`src/rtl/trig_pkg.sv`:
```
package trig_pkg;

    localparam int TRIG_N_ASIC = 4;
    localparam int TRIG_SEL_W  = 4;

    localparam logic [TRIG_SEL_W-1:0] SEL_DR1     = 4'd0;
    localparam logic [TRIG_SEL_W-1:0] SEL_RDR1    = 4'd1;
    localparam logic [TRIG_SEL_W-1:0] SEL_RDR2    = 4'd2;
    localparam int                    SEL_OR_BASE = 8;
    localparam logic [TRIG_SEL_W-1:0] SEL_OR_ALL  = 4'd12;

    typedef enum logic [1:0] {
        ST_IDLE,
        ST_WAIT,
        ST_PULSE,
        ST_GAP
    } trig_state_e;

    typedef struct packed {
        logic                   dr1;
        logic                   rng1;
        logic                   dr2;
        logic                   rng2;
        logic [TRIG_N_ASIC-1:0] orl;
    } trig_src_t;

endpackage

```
`src/rtl/trig_src_mux.sv`:
```
module trig_src_mux
    import trig_pkg::*;
(
    input  trig_src_t             src,
    input  logic [TRIG_SEL_W-1:0] code,
    output logic                  level
);
    logic [TRIG_N_ASIC-1:0] or_hit;

    genvar g;
    generate
        for (g = 0; g < TRIG_N_ASIC; g++) begin : g_or
            assign or_hit[g] = (code == TRIG_SEL_W'(SEL_OR_BASE + g)) & src.orl[g];
        end
    endgenerate

    always_comb begin
        if (code == SEL_DR1)
            level = src.dr1;
        else if (code == SEL_RDR1)
            level = src.rng1 & src.dr1;
        else if (code == SEL_RDR2)
            level = src.rng2 & src.dr2;
        else if (code == SEL_OR_ALL)
            level = |src.orl;
        else
            level = |or_hit;
    end
endmodule

```
`src/rtl/trig_edge_det.sv`:
```
module trig_edge_det (
    input  logic clk,
    input  logic rst,
    input  logic level,
    output logic rise
);
    logic level_q;

    always_ff @(posedge clk) begin
        if (rst) level_q <= 1'b0;
        else     level_q <= level;
    end

    assign rise = level & ~level_q;
endmodule

```
`src/rtl/trig_delay_fsm.sv`:
```
module trig_delay_fsm
    import trig_pkg::*;
#(
    parameter int DLY_W     = 32,
    parameter int PULSE_LEN = 4,
    parameter int GAP_LEN   = 10
) (
    input  logic             clk,
    input  logic             rst,
    input  logic             enable,
    input  logic             rise,
    input  logic [DLY_W-1:0] delay,
    output logic             pulse
);
    localparam logic [DLY_W-1:0] PULSE_LAST = DLY_W'(PULSE_LEN - 1);
    localparam logic [DLY_W-1:0] GAP_LAST   = DLY_W'(GAP_LEN - 1);

    trig_state_e      state;
    logic [DLY_W-1:0] cnt;

    always_ff @(posedge clk) begin
        if (rst || !enable) begin
            state <= ST_IDLE;
            cnt   <= '0;
        end else begin
            unique case (state)
                ST_IDLE: begin
                    if (rise) begin
                        cnt   <= (delay == '0) ? '0 : delay - 1'b1;
                        state <= (delay == '0) ? ST_PULSE : ST_WAIT;
                    end
                end
                ST_WAIT: begin
                    if (cnt == '0) state <= ST_PULSE;
                    else           cnt   <= cnt - 1'b1;
                end
                ST_PULSE: begin
                    if (cnt == PULSE_LAST) begin
                        cnt   <= '0;
                        state <= ST_GAP;
                    end else begin
                        cnt <= cnt + 1'b1;
                    end
                end
                ST_GAP: begin
                    if (cnt == GAP_LAST) begin
                        cnt   <= '0;
                        state <= ST_IDLE;
                    end else begin
                        cnt <= cnt + 1'b1;
                    end
                end
                default: state <= ST_IDLE;
            endcase
        end
    end

    assign pulse = (state == ST_PULSE);
endmodule

```
`src/rtl/trig_pulse_gen.sv`:
```
module trig_pulse_gen
    import trig_pkg::*;
#(
    parameter int DLY_W     = 32,
    parameter int PULSE_LEN = 4,
    parameter int GAP_LEN   = 10
) (
    input  logic                   clk,
    input  logic                   rst,
    input  logic                   src_dr1,
    input  logic                   src_rng1,
    input  logic                   src_dr2,
    input  logic                   src_rng2,
    input  logic [TRIG_N_ASIC-1:0] src_or,
    input  logic [TRIG_SEL_W-1:0]  sel_code,
    input  logic                   delay_mode,
    input  logic [DLY_W-1:0]       delay_cycles,
    output logic                   trig_out
);
    trig_src_t src;
    logic      sel_level;
    logic      sel_rise;
    logic      dly_pulse;

    assign src = '{dr1: src_dr1, rng1: src_rng1, dr2: src_dr2, rng2: src_rng2, orl: src_or};

    trig_src_mux u_mux (
        .src   (src),
        .code  (sel_code),
        .level (sel_level)
    );

    trig_edge_det u_edge (
        .clk   (clk),
        .rst   (rst),
        .level (sel_level),
        .rise  (sel_rise)
    );

    trig_delay_fsm #(
        .DLY_W     (DLY_W),
        .PULSE_LEN (PULSE_LEN),
        .GAP_LEN   (GAP_LEN)
    ) u_fsm (
        .clk    (clk),
        .rst    (rst),
        .enable (delay_mode),
        .rise   (sel_rise),
        .delay  (delay_cycles),
        .pulse  (dly_pulse)
    );

    assign trig_out = rst ? 1'b0 : (delay_mode ? dly_pulse : sel_level);
endmodule

```
`config.mk`:
```
export PLATFORM = sky130hd
export DESIGN_NAME = trig_pulse_gen
export DESIGN_NICKNAME = d
export VERILOG_FILES = /design/src/rtl/trig_pkg.sv /design/src/rtl/trig_src_mux.sv /design/src/rtl/trig_edge_det.sv /design/src/rtl/trig_delay_fsm.sv /design/src/rtl/trig_pulse_gen.sv
export SDC_FILE = /design/constraint.sdc
export NUM_CORES = 1
export LEC_CHECK = 0
export BUFFER_PORTS_ARGS = -buffer_cell sky130_fd_sc_hd__buf_2
export CORE_MARGIN = 8
export CORE_UTILIZATION = 45
export DETAILED_ROUTE_END_ITERATION = 7
export HOLD_SLACK_MARGIN = 0.02
export SETUP_SLACK_MARGIN = 0.4
export SLEW_MARGIN = 20
export SYNTH_ARGS = -nofsm -noshare
export SYNTH_HDL_FRONTEND = slang
export SYNTH_SLANG_ARGS = --single-unit
export TNS_END_PERCENT = 10
```
`constraint.sdc`:
```
create_clock -name clk -period 2.9 [get_ports clk]
set_input_delay 0.29 -clock clk [delete_from_list [all_inputs] [get_ports clk]]
set_output_delay 0.29 -clock clk [all_outputs]
set_load 0.01 [all_outputs]
```
# Yosys cells after proc, flatten, opt, wreduce, memory -nomap -nowiden
# Index checks and enable logic that the tools add are counted.
[word_totals] register_bits=35 elab_cells=59 out_inout_bits=1 input_bits=47
[op_classes] muxes=18 n_reduce_logical=10 n_addsub=3 bitwise=8 n_eq_ne=17
[ops] cell="two-way mux 32 bit" n=5
[ops] cell="case mux 32 bit (4 select lines)" n=1
[ops] cell="logical NOT 32 bit" n=2
[ops] cell="subtractor 32 x 1 -> 32 bit, second input constant" n=2
[ops] cell="adder 32 x 1 -> 32 bit, second input constant" n=1
[ops] cell="== test 32 x 2 -> 1 bit, second input constant" n=1
[ops] cell="== test 32 x 4 -> 1 bit, second input constant" n=1
[ops] cell="== test 4 bit, second input constant" n=5
[ops] cell="two-way mux 2 bit" n=5
[ops] cell="case mux 2 bit (4 select lines)" n=1
[ops] cell="OR reduction 4 bit" n=2
[ops] cell="bitwise AND 1 bit" n=7
[ops] cell="two-way mux 1 bit" n=6
[ops] cell="!= test 2 x 1 -> 1 bit, second input constant" n=3
[ops] cell="== test 2 bit, second input constant" n=2
[ops] cell="== test 4 x 1 -> 1 bit, second input constant" n=1
[ops] cell="== test 4 x 2 -> 1 bit, second input constant" n=1
[ops] cell="logical NOT 4 bit" n=1
[ops] cell="!= test 2 bit, second input constant" n=2
[ops] cell="AND reduction 4 bit" n=1
[ops] cell="== test 2 x 1 -> 1 bit, second input constant" n=1
[ops] cell="logical NOT 2 bit" n=1
[ops] cell="AND reduction 2 bit" n=1
[ops] cell="logical NOT 1 bit" n=1
[ops] cell="2 further kinds" n=2

# Depth between registers and ports, before layout
# Gate-level depths: netlist of the first run.
[depth] word_depth=10 ltp_mapped=11 mapped_depth_nobuf=9

# Modules after synthesis
# Synthesis of the first run repeated with hierarchy kept, for this count alone.
[unflattened] hier_cells=557 area_unflattened_um2=3905.0
[by_module_without_submodules] mod="trig_delay_fsm" seq_area_each_um2=680.7 area_per_inst_um2=3749.8 cells_per_inst=540 n_inst=1
[by_module_without_submodules] mod="trig_src_mux" seq_area_each_um2=0.0 area_per_inst_um2=93.8 cells_per_inst=12 n_inst=1
[by_module_without_submodules] mod="trig_edge_det" seq_area_each_um2=20.0 area_per_inst_um2=47.5 cells_per_inst=3 n_inst=1
[by_module_without_submodules] mod="trig_pulse_gen" seq_area_each_um2=0.0 area_per_inst_um2=13.8 cells_per_inst=2 n_inst=1

# Worst setup path after synthesis of the first run
# Ideal clock, no wire load.
[synth_path] path_type="input to register" startpoint="input delay_cycles[17]" endpoint="register u_fsm.cnt[8]" required_time_ps=2774 setup_time_ps=126 stages=7 n_path_buf=2 path_slack_ps=339 arrival_ps=2435 path_cell_list="or4_4 > or4_4 > buf_6 > o41a_1 > buf_6 > a222oi_1 > o22ai_1"
[synth_between] elab_chain_len=4
[synth_rtl] element="start: declaration" line="trig_pulse_gen.sv:17" source="input logic [DLY_W-1:0] delay_cycles,"
[synth_rtl] element="logical NOT 32 bit" line="trig_delay_fsm.sv:29" source="cnt <= (delay == '0) ? '0 : delay - 1'b1;"
[synth_rtl] element="two-way mux 32 bit" line="trig_delay_fsm.sv:29"
[synth_rtl] element="two-way mux 32 bit" line="trig_delay_fsm.sv:28" source="if (rise) begin"
[synth_rtl] element="case mux 32 bit (4 select lines)" line="trig_delay_fsm.sv:26" source="unique case (state)"
[synth_rtl] element="end signal: assignment" line="trig_delay_fsm.sv:29"
[synth_rtl] element="end signal: assignment" line="trig_delay_fsm.sv:35" source="else cnt <= cnt - 1'b1;"
[synth_rtl] element="end signal: assignment" line="trig_delay_fsm.sv:42" source="cnt <= cnt + 1'b1;"
[synth_rtl] element="end: declaration" line="trig_delay_fsm.sv:19" source="logic [DLY_W-1:0] cnt;"
# Every way passes these cells. The select of a mux whose other input is x is not followed.
# A chain may end at the register's enable or synchronous reset.

# Worst setup path after layout of the first run
[layout_path] startpoint="register u_fsm.cnt[11]" endpoint="register u_fsm.cnt[27]"
[layout_between] elab_chain_len=3 word_cells_on_any_way=11 classes_between="add/sub (2); eq/ne (3); mux (4); reduce/logical (2)"
[layout_rtl] element="adder 32 x 1 -> 32 bit, or another cell as far along" line="trig_delay_fsm.sv:42, trig_delay_fsm.sv:50"
[layout_rtl] element="two-way mux 32 bit, or another cell as far along" line="trig_delay_fsm.sv:46" source="if (cnt == GAP_LAST) begin"
[layout_rtl] element="case mux 32 bit (4 select lines) / AND reduction 2 bit (equally long branches)"
# Parallel ways exist; a longest one is shown, timed or not. The select of a mux whose other input is x is not followed.

==> results of run 1 <==
==> kinds of logic (layout without fill, tap and decap cells) <==
family	after synthesis	in the layout	synth area share
flops	35	35	0.177
mux	3	3	0.0107
fa+ha+maj	10	10	0.0316
simple gates	244	244	0.339
compound gates	176	176	0.297
buf+inv	59	117	0.0607
xor+xnor	38	38	0.0840
==> layout make-up <==
class	count	area, um2	share of cell area
multi-input combinational	471	3120	0.658
sequential	35	707	0.149
timing repair buffer	99	646	0.136
tap	108	135	0.0285
clock buffer	8	100	0.0211
inverter	10	37.5	0.00790
==> power groups by stage <==
stage          Clock [W]  Sequential (W)  Combinational, W
6_report        0.000429        0.000552          0.000787
5_1_grt         0.000447        0.000557          0.000848
4_1_cts         0.000434        0.000547          0.000738
3_5_place_dp           0        0.000557          0.000717
3_3_place_gp           0        0.000556          0.000709
2_1_floorplan          0        0.000532          0.000484
==> cell usage in the layout, fill, tap and decap left out, drive strengths merged, types with 10 or more instances in the layout <==
cell type	count
nand3	21
dfxtp	35
nor2	52
xor2	25
nand2	42
xnor2	13
nand4	19
o22ai	10
buf	99
a21oi	52
or4	13
nor3	28
nor4	20
ha	10
inv	10
o21ai	40
==> metrics by stage <==
stage | std cells | utilization | power [W] | hold slack [ns]
4_1_cts | 730 | 0.540 | 0.00172 | 0.174
3_3_place_gp | 722 | 0.524 | 0.00127 | 0.485
6_report | 731 | 0.550 | 0.00177 | 0.185
5_1_grt | 731 | 0.550 | 0.00185 | 0.184
3_5_place_dp | 722 | 0.524 | 0.00127 | 0.494
2_1_floorplan | 565 | - | 0.00102 | 0.362
==> routing by layer <==
metal / global-route usage / part of all wire
met1: 0.315 / 0.42
met5: 0 / 0
met4: 0.0945 / 0.031
met2: 0.381 / 0.46
met3: 0.0322 / 0.086
==> timing repair <==
| item | in CTS | in global routing |
|---|---|---|
| hold buffers | 0 | 0 |
| endpoints found under the setup margin | 10 | 32 |
| buffers inserted | 0 | 1 |
| resized for setup | 9 | 17 |
| pin swaps | 0 | 3 |
==> state kept, by name, summed over array words and instances (netlist names) <==
signal          count
u_edge.level_q      1
u_fsm.cnt          32
u_fsm.state         2
==> final timing paths <==
check,to,slack (ns),from
min,u_edge.level_q,0.18,rst
max reg2reg,u_fsm.cnt[27],0.37,u_fsm.cnt[11]
min reg2reg,u_fsm.state[1],0.50,u_fsm.state[1]
max,u_fsm.cnt[27],0.37,u_fsm.cnt[11]
==> critical path: stages, from the launching register on <==
cell	delay (ns)
dfxtp_2	0.38
or4_4	0.57
nor4b_4	0.33
nand3_2	0.19
or3_1	0.34
o32ai_1	0.29
o22ai_1	0.20
a21oi_1	0.15
==> reports/summary.log, run 1 <==
qor: outcome.outcome complete, no violations
qor: cts.cts_num_sinks 35
qor: yosys.synthesis.nets 622
qor: hold_path.whs_path_depth 2
qor: yosys.yosysWarnings 0
qor: placed_design.detailedPlace.worstSlack 0.166 ns
qor: timing.maxSlewHeadroom 0.541
qor: yosys.netlist_area 3960 um2
qor: run.max-cap-violations 0
qor: timing.timing.final.setup_violations 0
qor: worst_setup_path.cp.arrival 2.76 ns
qor: power_and_ir_drop.p_clk_frac 0.243
qor: cts.cts.path.max_buffers 2
qor: route.via_count 4833
qor: yosys.syn-mean-instance-area 7.01 um2
qor: floorplan.rows 34
qor: floorplan.die_area 12100 um2
qor: timing.max_freq 395 MHz
qor: timing.worst_slack 0.370 ns
qor: cts.cts_max_level 2
qor: floorplan.floorplan.initialDensity 0.459
qor: global_route.grt_max_degree 31
qor: worst_setup_path.worstSetupPathType flop to flop
qor: yosys.yosys.cell_count.top_type nor2_1
qor: placed_design.place.port_buffers 47
qor: hold_path.worst_hold_path_type input port to flop
qor: power_and_ir_drop.netSwitchingFraction 0.406
qor: global_route.grt.total_usage 0.238
qor: worst_setup_path.cp-start-kind flop
qor: power_and_ir_drop.proportion_of_power_drawn_by_combinational_gates 0.445
qor: timing.fin_crit 2.53 ns
qor: placed_design.gp_congestion 0.915
qor: floorplan.placeable_core_region 8640 um2
qor: cells_and_area.layout-drive-gt1-share 0.230
qor: worst_setup_path.critPathMaxFanout 10
qor: yosys.ys_types 68
qor: route.remaining_drc_errors 0
qor: cells_and_area.antenna_cells_inserted 0
qor: yosys.synth_area_leaders dfxtp_1 (18%), a21oi_1 (6.4%), xor2_1 (5.5%), nor2_1 (4.9%), o21ai_0 (4.7%)
qor: cts.clk_pin_slew 0.09 ns
qor: route.final_ant_viol_nets 0
qor: route.route.detailed.vias_per_inst 6.61
qor: cells_and_area.design.final.nets 679
qor: route.avgRoutedWirePerCell 19.7 um
qor: route.firstDrtPassIters 7
qor: yosys.synth_area_leader_cell dfxtp_1
qor: global_route.vias_in_the_first_global_route 4512
qor: global_route.wire_length_of_the_first_global_routing_pass 22800 um
qor: timing.timing.final.hold_violations 0
qor: timing.final.setup_skew 0.00872 ns
qor: timing.timing_worst_slew_pin_value 0.682 ns
qor: global_route.grt_antenna_before_repair 0
qor: cts.worstSkewPairLatency 0.30 ns
qor: power_and_ir_drop.internal_power 0.00105 W
qor: yosys.seq_area_frac_synth 0.177
qor: cells_and_area.postLayoutCellArea 4750 um2
qor: power_and_ir_drop.p_leak 1.76 nW
qor: timing.accumulated_negative_setup_slack 0 ns
qor: timing.fin_crit_sh 0.873
qor: worst_setup_path.cp-end-kind flop
qor: cells_and_area.fill_cells 841
qor: floorplan.design.portCount 48
qor: cts.cts_root_buffer clkbuf_8
qor: route.detail_route.wirelength 14400 um
qor: yosys.postSynth.asyncResetShare 0
qor: timing.unrepaired_setup_endpoints_after_global_routing true
qor: yosys.yosys_register_bits 35
qor: yosys.count_of_flip_flops_with_a_built_in_enable_after_synthesis 0
qor: power_and_ir_drop.power.switching 0.000717 W
qor: power_and_ir_drop.share_seq_of_total_power 0.312
qor: worst_setup_path.timing.critical_path.required 3.13 ns
qor: cts.cts_tree yes
qor: timing.report.final.slew_viol_count 0
qor: yosys.ys.flop_type dfxtp_1
qor: cts.tritoncts.num_buffers 5
qor: power_and_ir_drop.power.density_cell_area 372 nW/um2
qor: yosys.post-synth-top-area-fraction 0.177
qor: route.drt_iter0_drc 416
qor: floorplan.die_height 110 um
qor: yosys.post_synth_inst_count 565
qor: global_route.grt_remaining_overflow 0
qor: placed_design.placedInstanceArea 4530 um2
qor: floorplan.dieWidth 110 um
qor: worst_setup_path.r2r_cells 7
qor: yosys.synth_top_cells_by_count nor2_1 (52), a21oi_1 (51), clkbuf_1 (42), nand2_1 (42), o21ai_0 (37)
qor: power_and_ir_drop.ir_drop 0.000184 V
qor: placed_design.dpl.hpwl 10600 um
qor: cells_and_area.syn2layout_area_growth 19.9%
(Power assumes the default switching activity.)
==> run 2: changes to the inputs <==
GPL_TIMING_DRIVEN = 0   (was not set)
==> reports/summary.log, run 2 (synthesis gave the netlist of run 1 again) <==
qor: timing.final.setup_skew 0.00547 ns [was 0.00872 ns]
qor: placed_design.placed_cells 720 [was 722]
qor: floorplan.placeable_core_region 8640 um2 [unchanged]
qor: cells_and_area.finish.cell_count_without_fillers 765 [was 731]
qor: worst_setup_path.critical-path-top-delay-family simple AND/OR/NAND/NOR gates [unchanged]
qor: power_and_ir_drop.p_leak 1.90 nW [was 1.76 nW]
qor: timing.max_freq 371 MHz [was 395 MHz]
qor: placed_design.gp_congestion 0.959 [was 0.915]
qor: placed_design.dpl.hpwl 11400 um [was 10600 um]
qor: timing.timing.final.hold_violations 0 [unchanged]
qor: cells_and_area.syn2layout_area_growth 28.4% [was 19.9%]
qor: floorplan.dieWidth 110 um [unchanged]
qor: power_and_ir_drop.ir_drop 0.000216 V [was 0.000184 V]
qor: cts.worstSkewPairLatency 0.30 ns [about the same]
qor: route.detail_route.wirelength 16900 um [was 14400 um]
qor: worst_setup_path.cp-start-kind flop [unchanged]
qor: worst_setup_path.cp.arrival 2.89 ns [was 2.76 ns]
qor: cts.clk_pin_slew 0.09 ns [about the same]
qor: cells_and_area.antenna_cells_inserted 0 [unchanged]
qor: hold_path.worst_hold_path_type input port to flop [unchanged]
qor: outcome.outcome complete, no violations [unchanged]
qor: floorplan.die_height 110 um [unchanged]
qor: cells_and_area.layout.cells.most_common a21oi_1 [was nor2_1]
qor: global_route.grt_remaining_overflow 0 [unchanged]
qor: timing.report.final.slew_viol_count 0 [unchanged]
qor: cts.tritoncts.num_buffers 5 [unchanged]
qor: floorplan.rows 34 [unchanged]
qor: floorplan.floorplan.initialDensity 0.459 [unchanged]
qor: cells_and_area.design.final.nets 713 [was 679]
qor: route.via_count 5088 [was 4833]
qor: cells_and_area.postLayoutCellArea 5080 um2 [was 4750 um2]
qor: timing.fin_crit 2.69 ns [was 2.53 ns]
qor: cells_and_area.most-common-layout-cells a21oi_1 (50), buf_2 (49), nor2_1 (47) [was nor2_1 (52), a21oi_1 (50), buf_4 (49)]
qor: worst_setup_path.critPathMaxFanout 4 [was 10]
qor: cells_and_area.largest_register_ff_count 32 [unchanged]
qor: route.remaining_drc_errors 0 [unchanged]
qor: global_route.grt_antenna_before_repair 0 [unchanged]
qor: route.firstDrtPassIters 6 [was 7]
qor: placed_design.placedInstanceArea 4340 um2 [was 4530 um2]
qor: route.avgRoutedWirePerCell 22.1 um [was 19.7 um]
qor: floorplan.die_area 12100 um2 [unchanged]
qor: route.drt_iter0_drc 545 [was 416]
qor: route.final_ant_viol_nets 0 [unchanged]
qor: placed_design.place.port_buffers 47 [unchanged]
qor: global_route.wire_length_of_the_first_global_routing_pass 25900 um [was 22800 um]
qor: cells_and_area.fill_cells 848 [was 841]
qor: worst_setup_path.worst_path_max_delay_cell or4_4 [unchanged]
qor: worst_setup_path.worstSetupPathType flop to flop [unchanged]
qor: cells_and_area.layout-drive-gt1-share 0.254 [was 0.230]
qor: global_route.grt.total_usage 0.277 [was 0.238]
qor: run.max-cap-violations 0 [unchanged]
qor: worst_setup_path.timing.critical_path.cells buf_6 -> or4_4 -> nor3_4 -> nand4_1 -> or4_4 -> a211o_4 -> buf_6 -> nand3_2 -> o21ai_1 [was or4_4 -> nor4b_4 -> nand3_2 -> or3_1 -> o32ai_1 -> o22ai_1 -> a21oi_1]
qor: cts.cts_root_buffer clkbuf_8 [unchanged]
qor: cells_and_area.reg.largest.list u_fsm.cnt x32, u_fsm.state x2, u_edge.level_q x1 [unchanged]
qor: worst_setup_path.highest_cell_delay_on_the_worst_timing_path 0.54 ns [was 0.57 ns]
qor: timing.timing.final.setup_violations 0 [unchanged]
qor: cts.cts_max_level 2 [unchanged]
qor: timing.timing_worst_slew_pin_value 0.762 ns [was 0.682 ns]
qor: route.route.detailed.vias_per_inst 6.65 [was 6.61]
qor: cells_and_area.reg_with_most_ffs u_fsm.cnt [unchanged]
qor: worst_setup_path.cp-end-kind flop [unchanged]
qor: cts.cts_num_sinks 35 [unchanged]
qor: cts.cts_tree yes [unchanged]
qor: global_route.grt_max_degree 11 [was 31]
qor: floorplan.design.portCount 48 [unchanged]
qor: power_and_ir_drop.power.density_cell_area 368 nW/um2 [was 372 nW/um2]
qor: cts.cts.path.max_buffers 2 [unchanged]
qor: worst_setup_path.path_buf_inv 2 [was 0]
qor: timing.unrepaired_setup_endpoints_after_global_routing true [unchanged]
qor: global_route.vias_in_the_first_global_route 4694 [was 4512]
qor: worst_setup_path.timing.critical_path.required 3.10 ns [was 3.13 ns]
qor: timing.fin_crit_sh 0.929 [was 0.873]
qor: timing.maxSlewHeadroom 0.492 [was 0.541]
==> run 2: changes by cell type in the layout (fill, tap and decap cells not counted), moves of 5 or more <==
cell,before,now
buf_4,49,29
buf_6,2,9
clkbuf_1,1,24
clkbuf_2,0,11
clkbuf_4,0,6
nor2_1,52,47
==> run 2: stage by stage <==
step | utilization | setup TNS, ns | hold slack (ns) | power, W | worst slack [ns]
floorplan | - | 0 | 0.362 | 0.00102 | 0.357
detailed placement | 0.502 | -12.12 | 0.494 | 0.00124 | -0.567
finish | 0.589 | 0 | 0.182 | 0.00187 | 0.206
CTS | 0.571 | 0 | 0.172 | 0.00177 | 0.310
global route | 0.589 | 0 | 0.191 | 0.00195 | 0.180
global placement | 0.501 | -10.63 | 0.491 | 0.00124 | -0.522
==> run 2: layout make-up <==
type / count / area (um2) / share of cell area
Buffer: 49 / 254 / 0.0500
Inverter: 10 / 37.5 / 0.00738
Multi-Input combinational cell: 471 / 3260 / 0.642
Sequential cell: 35 / 708 / 0.139
Tap cell: 108 / 135 / 0.0266
Clock buffer: 8 / 100 / 0.0197
Timing Repair Buffer: 84 / 584 / 0.115
==> run 2: repair_timing <==
action                                  in CTS  in global routing
pin swaps                                   19                 12
buffers inserted                            28                  8
cloned                                       1                  0
endpoints found under the setup margin      34                 34
endpoints found under the hold margin        0                  0
hold buffers                                 0                  0
resized for setup                           59                 35
==> run 2: path summary, 6_finish.rpt <==
kind             startpoint             end  slack (ns)  depth (start not counted)
max reg2reg   u_fsm.cnt[15]  u_fsm.state[1]        0.21                          9
max           u_fsm.cnt[15]  u_fsm.state[1]        0.21                          9
min                     rst  u_edge.level_q        0.18                          2
min reg2reg  u_fsm.state[1]  u_fsm.state[1]        0.54                          2
==> run 2: where the power goes <==
group          internal [W]  leakage, nW  switching, W
clock network      0.000218       0.0515      0.000220
logic              0.000364         1.57      0.000539
registers          0.000507        0.287     0.0000227
==> run 2: per-layer routing <==
layer	GRT usage	vias to the layer above	wire length, um
met5	0	-	0
met3	0.0528	42	1600
met4	0.107	0	471
met1	0.361	2405	6890
met2	0.441	286	7950
li1	-	2355	-
==> run 3: changes to the inputs <==
CELL_PAD_IN_SITES_DETAIL_PLACEMENT = 0   (was not set)
CELL_PAD_IN_SITES_GLOBAL_PLACEMENT = 2   (was not set)
CORE_UTILIZATION = 34   (was 45)
PLACE_DENSITY_LB_ADDON = 0.1   (was not set)
==> reports/summary.log, run 3 (synthesis gave the netlist of run 1 again) <==
qor: outcome.outcome complete, no violations [unchanged]
qor: cells_and_area.reg_with_most_ffs u_fsm.cnt [unchanged]
qor: power_and_ir_drop.p_leak 1.99 nW [was 1.90 nW]
qor: power_and_ir_drop.ir_drop 0.000253 V [was 0.000216 V]
qor: placed_design.gp_congestion 0.911 [was 0.959]
qor: timing.report.final.slew_viol_count 0 [unchanged]
qor: route.detail_route.wirelength 17700 um [was 16900 um]
qor: floorplan.die_height 124 um [was 110 um]
qor: cells_and_area.layout-drive-gt1-share 0.282 [was 0.254]
qor: route.final_ant_viol_nets 0 [unchanged]
qor: hold_path.hold_path.startpoint rst [unchanged]
qor: global_route.wire_length_of_the_first_global_routing_pass 26700 um [was 25900 um]
qor: floorplan.floorplan.initialDensity 0.347 [was 0.459]
qor: cells_and_area.reg.largest.list u_fsm.cnt x32, u_fsm.state x2, u_edge.level_q x1 [unchanged]
qor: route.firstDrtPassIters 5 [was 6]
qor: worst_setup_path.r2r_cells 8 [was 9]
qor: worst_setup_path.critPathMaxFanout 10 [was 4]
qor: timing.fin_crit_sh 0.885 [was 0.929]
qor: worst_setup_path.worstSetupPathType flop to flop [unchanged]
qor: cts.cts_num_sinks 35 [unchanged]
qor: worst_setup_path.cp.arrival 2.78 ns [was 2.89 ns]
qor: cells_and_area.layout.cells.most_common a21oi_1 [unchanged]
qor: cells_and_area.design.final.nets 715 [was 713]
qor: cts.tritoncts.num_buffers 5 [unchanged]
qor: cells_and_area.antenna_cells_inserted 0 [unchanged]
qor: cts.cts_max_level 2 [unchanged]
qor: placed_design.placed_cells 755 [was 720]
qor: timing.max_freq 390 MHz [was 371 MHz]
qor: timing.accumulated_negative_setup_slack 0 ns [unchanged]
qor: hold_path.worst_hold_path_type input port to flop [unchanged]
qor: hold_path.whs_path_depth 2 [unchanged]
qor: cells_and_area.most-common-layout-cells a21oi_1 (50), buf_2 (49), nor2_1 (46) [was a21oi_1 (50), buf_2 (49), nor2_1 (47)]
qor: cts.ctsHoldBuffers 0 [unchanged]
qor: worst_setup_path.cp-end-kind flop [unchanged]
qor: worst_setup_path.cp-start-kind flop [unchanged]
qor: timing.timing.final.hold_violations 0 [unchanged]
qor: route.via_count 5045 [was 5088]
qor: placed_design.place.port_buffers 47 [unchanged]
qor: cts.cts_tree yes [unchanged]
qor: global_route.grt_remaining_overflow 0 [unchanged]
qor: cells_and_area.largest_register_ff_count 32 [unchanged]
qor: global_route.grt.total_usage 0.229 [was 0.277]
qor: route.route.detailed.vias_per_inst 6.29 [was 6.65]
qor: cells_and_area.postLayoutCellArea 5260 um2 [was 5080 um2]
qor: global_route.grt_max_degree 11 [unchanged]
qor: cts.clk_pin_slew 0.06 ns [was 0.09 ns]
qor: timing.final.setup_skew 0.00391 ns [was 0.00547 ns]
qor: timing.timing.final.setup_violations 0 [unchanged]
qor: floorplan.die_area 15400 um2 [was 12100 um2]
qor: run.max-cap-violations 0 [unchanged]
qor: worst_setup_path.timing.rr.start u_fsm.cnt[11] [was u_fsm.cnt[15]]
qor: hold_path.hold_end u_edge.level_q [unchanged]
qor: floorplan.rows 39 [was 34]
qor: worst_setup_path.timing.critical_path.required 3.12 ns [was 3.10 ns]
qor: floorplan.design.portCount 48 [unchanged]
qor: cells_and_area.finish.cell_count_without_fillers 802 [was 765]
qor: cts.worstSkewPairLatency 0.29 ns [was 0.30 ns]
qor: placed_design.placedInstanceArea 4380 um2 [was 4340 um2]
qor: worst_setup_path.r2r_slack 0.33 ns [was 0.21 ns]
qor: route.drt_iter0_drc 505 [was 545]
qor: route.avgRoutedWirePerCell 22.1 um [about the same]
qor: timing.maxSlewHeadroom 0.518 [was 0.492]
qor: power_and_ir_drop.power.density_cell_area 388 nW/um2 [was 368 nW/um2]
qor: timing.timing_worst_slew_pin_value 0.723 ns [was 0.762 ns]
qor: timing.unrepaired_setup_endpoints_after_global_routing true [unchanged]
qor: route.remaining_drc_errors 0 [unchanged]
qor: cts.cts_root_buffer clkbuf_16 [was clkbuf_8]
qor: cells_and_area.syn2layout_area_growth 32.7% [was 28.4%]
qor: placed_design.dpl.hpwl 12400 um [was 11400 um]
qor: timing.whs 0.187 ns [was 0.182 ns]
qor: global_route.vias_in_the_first_global_route 4717 [was 4694]
qor: worst_setup_path.worstReg2RegEnd u_fsm.cnt[30] [was u_fsm.state[1]]
qor: cts.cts.path.max_buffers 2 [unchanged]
qor: global_route.grt_antenna_before_repair 0 [unchanged]
qor: floorplan.dieWidth 124 um [was 110 um]
qor: timing.fin_crit 2.57 ns [was 2.69 ns]
qor: floorplan.placeable_core_region 11400 um2 [was 8640 um2]
==> run 3: cell types whose count changed in the layout (fill, tap and decap cells not counted), sizes merged <==
cell and delta:
clkbuf +1, buf +1
==> run 3: what timing repair did <==
item / in CTS / in global routing
cloned: 0 / 0
pin swaps: 22 / 14
resized for setup: 78 / 49
setup endpoints to repair: 34 / 34
setup buffers: 28 / 11
==> run 3: how the worst max path moves through the flow <==
stage / cells past startpoint / slack [ns] / from / to
after CTS: 9 / 0.36 / u_fsm.cnt[16] / u_fsm.cnt[7]
after global routing: 10 / 0.29 / u_fsm.cnt[15] / u_fsm.state[1]
after detailed placement: 7 / -0.69 / delay_cycles[11] / u_fsm.cnt[7]
after global placement: 7 / -0.61 / delay_cycles[11] / u_fsm.cnt[7]
final: 8 / 0.33 / u_fsm.cnt[11] / u_fsm.cnt[30]
after floorplan: 8 / 0.36 / delay_cycles[17] / u_fsm.cnt[29]
==> run 3: power breakdown <==
part | switching, W | total [W] | internal, W
Sequential | 0.0000255 | 0.000533 | 0.000508
Combinational | 0.000534 | 0.000902 | 0.000368
Clock | 0.000238 | 0.000605 | 0.000367
Total | 0.000797 | 0.00204 | 0.00124
==> run 3: area by class of cell <==
type                       count  area, um2
clock buffer                   8        156
buffer                        49        297
fill                        1220       6160
inverter                      10       37.5
timing repair buffer          86        584
multi-input combinational    471       3290
sequential                    35        709
tap                          143        179
==> run 3: critical path, cell delays in order, from the launching register on <==
cell and delay (ns):
dfxtp_1 0.30, clkbuf_4 0.18, or4_4 0.59, nor4b_4 0.34
nand4b_1 0.21, or4_1 0.43, and2_1 0.17, o311a_1 0.12
o21ai_1 0.14
==> run 3: routing by layer <==
layer / track usage / part of all wire
met5: 0 / 0
met4: 0.0870 / 0.035
met3: 0.0399 / 0.067
met2: 0.364 / 0.46
met1: 0.302 / 0.44
==> run 3: metrics by stage <==
| step | utilization | setup slack (ns) | total power, W |
|---|---|---|---|
| 2_1_floorplan | - | 0.357 | 0.00102 |
| 3_3_place_gp | 0.383 | -0.612 | 0.00125 |
| 3_5_place_dp | 0.384 | -0.690 | 0.00125 |
| 4_1_cts | 0.443 | 0.358 | 0.00197 |
| 5_1_grt | 0.460 | 0.290 | 0.00212 |
| 6_report | 0.460 | 0.334 | 0.00204 |
